==> src/rtl/acc_shift_alu.sv <==
module acc_shift_alu (
  input  logic        clk,
  input  logic        rst_n,
  input  logic        exec,
  input  logic [1:0]  sel_a,
  input  logic [1:0]  sel_b,
  input  logic [3:0]  fn,
  input  logic [3:0]  shf,
  input  logic        prod_sel,
  input  logic [15:0] opr1,
  input  logic [15:0] opr2,
  input  logic [15:0] mul1,
  input  logic [15:0] mul2,
  output logic [31:0] acc,
  output logic [15:0] wb_data,
  output logic        flag_z,
  output logic        flag_n,
  output logic        flag_c,
  output logic        flag_v
);

  logic               cprop;
  logic [31:0]        acc_s;
  logic signed [31:0] m1_x, m2_x, p_pair, p_acc;
  logic [31:0]        mult_out, a_mult, opa, opb;
  logic [31:0]        x, yv, alu_y, sh_y;
  logic               sub, arith, ov;
  logic [32:0]        sum;
  logic               pre_c, pre_v;
  logic               next_c;
  logic [4:0]         lamt, ramt;

  assign cprop  = (fn == 4'd3) || (fn == 4'd5);
  assign acc_s  = {{15{acc[31]}}, acc[31:16], 1'b0};
  assign m1_x   = $signed({{16{mul1[15]}}, mul1});
  assign m2_x   = $signed({{16{mul2[15]}}, mul2});
  assign p_pair = m1_x * m2_x;
  assign p_acc  = m1_x * $signed(acc_s);

  assign mult_out = prod_sel ? {p_pair[30:0], 1'b0} : p_acc;
  assign a_mult   = (prod_sel || !cprop) ? mult_out
                  : (flag_c ? {mul1, 16'h0} : 32'h0);

  function automatic logic [31:0] pick(input logic [1:0] s, input logic [31:0] m,
                                       input logic [31:0] a, input logic [15:0] r1,
                                       input logic [15:0] r2);
    case (s)
      2'd0:    pick = a;
      2'd1:    pick = {r1, 16'h0};
      2'd2:    pick = {r2, 16'h0};
      default: pick = m;
    endcase
  endfunction

  assign opa = pick(sel_a, a_mult, acc, opr1, opr2);
  assign opb = cprop ? {15'h0, flag_c, 16'h0}
                     : pick(sel_b, mult_out, acc, opr1, opr2);

  always_comb begin
    x = opa; yv = opb; sub = 1'b0; arith = 1'b1;
    case (fn)
      4'd1:       begin x = 32'h0; sub = 1'b1; end
      4'd2, 4'd3: sub = 1'b0;
      4'd4, 4'd5: sub = 1'b1;
      4'd6:       yv = 32'h0000_1000;
      4'd7:       begin yv = 32'h0000_1000; sub = 1'b1; end
      default:    arith = 1'b0;
    endcase
  end

  assign sum = {1'b0, x} + {1'b0, sub ? ~yv : yv} + {32'h0, sub};
  assign ov  = sub ? ((x[31] != yv[31]) && (sum[31] != x[31]))
                   : ((x[31] == yv[31]) && (sum[31] != x[31]));

  always_comb begin
    case (fn)
      4'd9:    alu_y = ~opa;
      4'd10:   alu_y = opa & opb;
      4'd11:   alu_y = ~(opa & opb);
      4'd12:   alu_y = opa | opb;
      4'd13:   alu_y = ~(opa | opb);
      4'd14:   alu_y = opa ^ opb;
      4'd15:   alu_y = ~(opa ^ opb);
      default: alu_y = arith ? sum[31:0] : opa;
    endcase
  end

  assign pre_c = arith && sum[32];
  assign pre_v = arith && ov;

  always_comb begin
    case (shf)
      4'd6:    lamt = 5'd8;
      default: lamt = {2'b0, shf[2:0]};
    endcase
    case (shf)
      4'd9:    ramt = 5'd16;
      4'd10:   ramt = 5'd8;
      4'd11:   ramt = 5'd5;
      default: ramt = 5'd16 - {1'b0, shf};
    endcase
  end

  always_comb begin
    sh_y   = alu_y;
    next_c = pre_c;
    if (shf >= 4'd1 && shf <= 4'd6)
      sh_y = alu_y << lamt;
    else if (shf == 4'd7) begin
      if (pre_v) sh_y = alu_y[31] ? 32'h7FFF_F000 : 32'h8000_0000;
    end else if (shf == 4'd8) begin
      next_c = alu_y[31];
      sh_y   = {alu_y[30:16], alu_y[31], alu_y[15:12], 12'h0};
    end else if (shf >= 4'd9)
      sh_y = fn[3] ? (alu_y >> ramt) : 32'($signed(alu_y) >>> ramt);
  end

  assign wb_data = sh_y[31:16];

  always_ff @(posedge clk or negedge rst_n) begin
    if (!rst_n) begin
      acc    <= 32'h0;
      flag_z <= 1'b0;
      flag_n <= 1'b0;
      flag_c <= 1'b0;
      flag_v <= 1'b0;
    end else if (exec) begin
      acc    <= sh_y;
      flag_z <= (alu_y[31:16] == 16'h0);
      flag_n <= alu_y[31];
      flag_c <= next_c;
      flag_v <= pre_v;
    end
  end

endmodule


==> config.mk <==
export PLATFORM = sky130hd
export DESIGN_NAME = acc_shift_alu
export DESIGN_NICKNAME = d
export VERILOG_FILES = /design/src/rtl/acc_shift_alu.sv
export SDC_FILE = /design/constraint.sdc
export NUM_CORES = 2
export LEC_CHECK = 0
export BUFFER_PORTS_ARGS = -buffer_cell sky130_fd_sc_hd__buf_4
export CAP_MARGIN = 20
export CORE_MARGIN = 5
export CORE_UTILIZATION = 55
export CTS_CLUSTER_SIZE = 40
export DETAILED_ROUTE_END_ITERATION = 10
export PLACE_DENSITY = 0.72
export SLEW_MARGIN = 10
export SYNTH_ARGS = -nofsm -noshare
export SYNTH_HDL_FRONTEND = slang
export SYNTH_SLANG_ARGS = --single-unit
==> constraint.sdc <==
create_clock -name clk -period 22.7 [get_ports clk]
set_input_delay 1.135 -clock clk [delete_from_list [all_inputs] [get_ports clk]]
set_output_delay 1.135 -clock clk [all_outputs]
set_load 0.005 [all_outputs]
# == Word level (Yosys, flattened, before mapping) ==
# Cells that the tools add are included.
# Widths: inputs -> output; s select.
# totals
ff_bits,36
inputBits,80
out_inout_bits,52
word_cells,91
# classes
add_sub_neg,3
mul,2
n_lt_le_gt_ge,3
n_eq_ne,27
shifts,3
muxes,26
bitwise,8
n_reduce_logical,14
# op_table
cell,count
$mux 32,15
$pmux 32 s7,1
$pmux 32 s3,2
$not 32->32,5
$mul 16x16->31,2
$eq 4x4->1 const B,11
$add 32x32->33,1
$add 33x1->33,1
$and 32x32->32,1
$or 32x32->32,1
$shl 32x5->32,1
$shr 32x5->32,1
$sshr 32x5->32,1
$xor 32x32->32,1
$eq 4x3->1 const B,6
$logic_not 16->1,1
$pmux 5 s3,1
$eq 4x2->1 const B,2
$reduce_or 7->1,1
$mux 1,6
$logic_and 1x1->1,5
$sub 5x4->5 const A,1
$eq 2x1->1 const B,2
$eq 2x2->1 const B,2
other kinds (12),15

# == Depth between registers and ports, before layout ==
# logic_depth
depth_word,17
depth_mapped,46
depth_no_buf,41

# == Worst setup path after synthesis ==
# OpenSTA, ideal clock, no wires.
# synth_timing
kind,input -> output
startpoint,input port mul1[15]
endpoint,output port wb_data[0]
arrival_time_ps,10880
required_time_ps,21565
setup_slack_ps,10685
stages,40
path_buffers,5
cell_sequence,clkbuf_1 -> clkbuf_1 -> nand2_1 -> fa_1 -> inv_1 -> fa_1 -> fa_1 -> fa_1 -> fa_1 -> inv_1 -> fa_1 -> inv_1 -> ha_1 -> clkbuf_1 -> o21a_1 -> nor2_1 -> or3_1 -> o22ai_1 -> [... 4 more ...] -> nand2_1 -> xnor2_1 -> ha_1 -> clkbuf_1 -> nand4_1 -> nor2_1 -> a221oi_1 -> or4b_1 -> mux2i_1 -> o2bb2ai_1 -> a21oi_1 -> a31oi_1 -> a211o_1 -> a32oi_2 -> a221o_1 -> o2111ai_1 -> and2_1 -> buf_4
# synth_between
elab_chain_cells,17
word_cells_on_any_way,40
cone_classes,add/sub (2); mul (2); eq/ne (3); shift (3); mux (19); bitwise (8); reduce/logical (3)
# synth_lines
element,line,text
"start, declared",12,"input logic [15:0] mul1,"
"$mul 16x16->31, on equally long branches","38, 37",
$mux 32,40,"assign mult_out = prod_sel ? {p_pair[30:0], 1'b0} : p_acc;"
$pmux 32 s3,47,case (s)
$mux 32,56,"assign opb = cprop ? {15'h0, flag_c, 16'h0}"
$mux 32,61,case (fn)
$not 32->32,71,"assign sum = {1'b0, x} + {1'b0, sub ? ~yv : yv} + {32'h0, sub};"
$mux 32,71,
$add 32x32->33,71,
$add 33x1->33,71,
$mux 32,84,default: alu_y = arith ? sum[31:0] : opa;
$pmux 32 s7,76,case (fn)
$sshr 32x5->32 or $shr 32x5->32 (tied branches),115,sh_y = fn[3] ? (alu_y >> ramt) : 32'($signed(alu_y) >>> ramt);
$mux 32,115,
$mux 32,114,end else if (shf >= 4'd9)
$mux 32,111,end else if (shf == 4'd8) begin
$mux 32,109,else if (shf == 4'd7) begin
$mux 32 *,107,if (shf >= 4'd1 && shf <= 4'd6)
"end, declared",15,"output logic [15:0] wb_data,"
# Mark *: on every way between the ends. The rest lies on a longest branch, timed or not.

# == Worst setup path after layout ==
# layout_timing
startpoint,input port mul1[10]
endpoint,output port wb_data[10]
# Same word-level chain as after synthesis.

==> impl_metrics.yaml <==
run_status:
  status: "completed"
timing:
  setup_slack_ns: 8.74
  setup_tns_ns: 0
  min_period_ns: 13.96
  fin_skew_ns: 0.0100
  final_max_slew_viol_count: 0
  worst_pin_slew_ns: 1.23
  clock.fmax_mhz: 71.6
  hold_violations: 0
  rsz0062_at_grt: "no"
  finalCritPeriodShare_pct: 61.5
  setup_viol: 0
  relSlewSlack_pct: 18.1
clock_network:
  cts_buffers: 5
  clock_path_buffers: 2
  cts_hold_buffers: 0
  post_cts_buffers: 0
  htree_levels: 2
  clk_pin_slew_ns: 0.06
  cts_tree: "built"
  root_buffer: "clkbuf_16"
  clk_latency_ns: 0.30
  cts_sinks: 36
  cts_resized: 0
drt:
  drtIter0Drc: 3635
  drc: 0
  wl_um: 128000
  post_drt_wl_per_cell_um: 24.2
  ant_nets: 0
  viasPerCell: 6.42
  num_vias: 33900
  dr.pass1.iters: 7
synth:
  synth_area_leader_cell: "fa_1"
  yosysMostFrequentCell: "inv_1"
  ys_seq_elements: 36
  syn_avg_cell_area_um2: 7.74
  synth_ff_type: "dfrtp_1"
  synth_area_leaders: "fa_1, ha_1, inv_1"
  ys_seq_area_share_pct: 2.57
  ys_top_cells_by_count: "inv_1, fa_1, nand2_1, nor2_1, and2_1"
  ys_warn_count: 0
  synth_cell_types: 109
  synth_edf_count: 0
  synthCells: 4534
  netlist_area_um2: 35100
  synth_nets: 5386
  synth-async-reset-ratio_pct: 100
  yosysTopAreaCellShare_pct: 29.3
worst_setup_path:
  cp-start-kind: "primary input"
  rr_startpoint: "acc[31]"
  timing.rr.end: "acc[1]"
  reg2reg_slack_ns: 10.03
  crit_path_frequent_cell: "fa_1"
  cp_slowest_cell: "a21oi_1"
  max_stage_delay_ns: 0.83
  cp_max_fo: 33
  reg2reg_depth: 36
  cp.required_ns: 21.57
  arrival_ns: 12.82
  end_kind: "output port"
  path_class: "primary input to output port"
hold_path:
  hold_end: "acc[17]"
  worstHoldPathType: "flip-flop to flip-flop"
  hold_depth: 2
  holdCritStartpoint: "acc[17]"
placement:
  gp_congestion: 1.06
  placed_area_um2: 36500
  placedCellCount: 5270
  dp_hpwl_um: 100000
  preCtsSetupSlack_ns: 9.02
  port_buffers: 131
run:
  drv_cap: 0
floorplan:
  core_area_um2: 63200
  ios: 132
  die_h_um: 263
  initial_core_util_pct: 55.6
  row_count: 92
  die_area_um2: 69000
  die_w_um: 263
cells_and_area:
  nets: 5284
  layout-drive-gt1-share_pct: 7.76
  area_growth_pct: 4.24
  final_cell_count_no_fill: 5280
  fillers: 5969
  fin_area_um2: 36600
global_routing:
  grt.total_usage_pct: 35.8
  grt_pass1_vias: 33700
  grt_max_degree: 51
  grt_pass1_wl_um: 198000
  antenna_found_initial: 3
  grt_overflow: 0
-- cells in the final DEF, fill, tap and decap left out, types with 11 or more instances in the layout --
cell and count:
o2bb2ai_1 11, xor2_1 47, buf_4 197, o211ai_1 38, and3_1 32, nand2_1 507
nor4_1 15, a221oi_1 24, nor2_1 316, nand4_1 23, mux2i_1 88, o22ai_1 48
o21ai_0 173, a21oi_1 230, a211o_1 19, or3_1 20, dfrtp_1 36, ha_1 259
o21a_1 42, a31oi_1 46, o31ai_1 16, o221ai_1 28, inv_1 690, a21o_1 45
and2_1 261, o31a_1 12, o2111ai_1 15, nor3_1 54, a221o_1 11, a211oi_1 61
mux2_2 49, or2_2 12, xnor2_1 75, fa_1 513, a22oi_1 22, nand3_1 59
nand2b_1 40, o21bai_1 15, o211a_1 17, nor2b_1 29
-- cell type report --
cell class,instances,area [µm²],share of cell area [%]
diodes,2,5.00,0.0137
repair buffers,198,1480,4.05
well taps,846,1060,2.89
clock inverters,2,12.5,0.0342
multi-input cells,3497,30400,83.1
flip-flops and latches,36,901,2.46
clock buffers,5,125,0.342
inverters,694,2610,7.12
-- how the worst max path moves through the flow --
stage,start,to,slack [ns]
final,mul1[10],wb_data[10],8.74
after global routing,mul1[9],wb_data[10],8.28
after CTS,mul1[10],wb_data[10],8.94
after detailed placement,mul1[10],wb_data[10],9.02
after global placement,mul1[10],wb_data[10],8.95
after floorplan,mul1[15],wb_data[0],10.69
-- kinds of logic (layout without fill, tap and decap cells) --
group / count (synthesis) / count (layout) / synth area share (%)
other: 0 / 2 / 0
xor gates and xnor gates: 132 / 132 / 3.65
AOI/OAI and AO/OA: 1029 / 1029 / 20.4
and+or+nand+nor: 1420 / 1420 / 19.4
muxes: 144 / 144 / 4.53
adders and majority gates: 772 / 772 / 38.5
buffers and inverters: 1001 / 899 / 11.0
DFF: 36 / 36 / 2.57
-- through the flow --
stage	hold WS, ns	utilization, %
3_3_place_gp	0.462	57.7
5_1_grt	0.545	57.9
4_1_cts	0.499	57.9
6_report	0.489	57.9
3_5_place_dp	0.484	57.7
2_1_floorplan	0.478	-
-- layer usage --
layer	global-route usage, %	wire length (µm)	vias to the layer above
li1	-	-	14900
met1	46.6	49100	16600
met2	58.6	58100	1932
met3	5.42	11900	459
met4	18.1	8660	4
met5	0	31	-
-- worst max-delay path, delay by kind of cell --
family                   cells  cell delay (ns)
buffers and inverters        5             0.72
AO/OA/AOI/OAI               13             4.43
multiplexers                 2             0.42
adder cells (fa/ha/maj)      8             3.84
AND/OR/NAND/NOR              9             2.06
XOR/XNOR                     1             0.16
-- state kept, by name (all words and copies together), names as in the netlist --
register  cells
flag_c        1
acc          32
flag_n        1
flag_z        1
flag_v        1
Power is left out: the tool's default activity adds up to more than one toggle a clock period on the data nets, which glitch-free logic cannot reach.
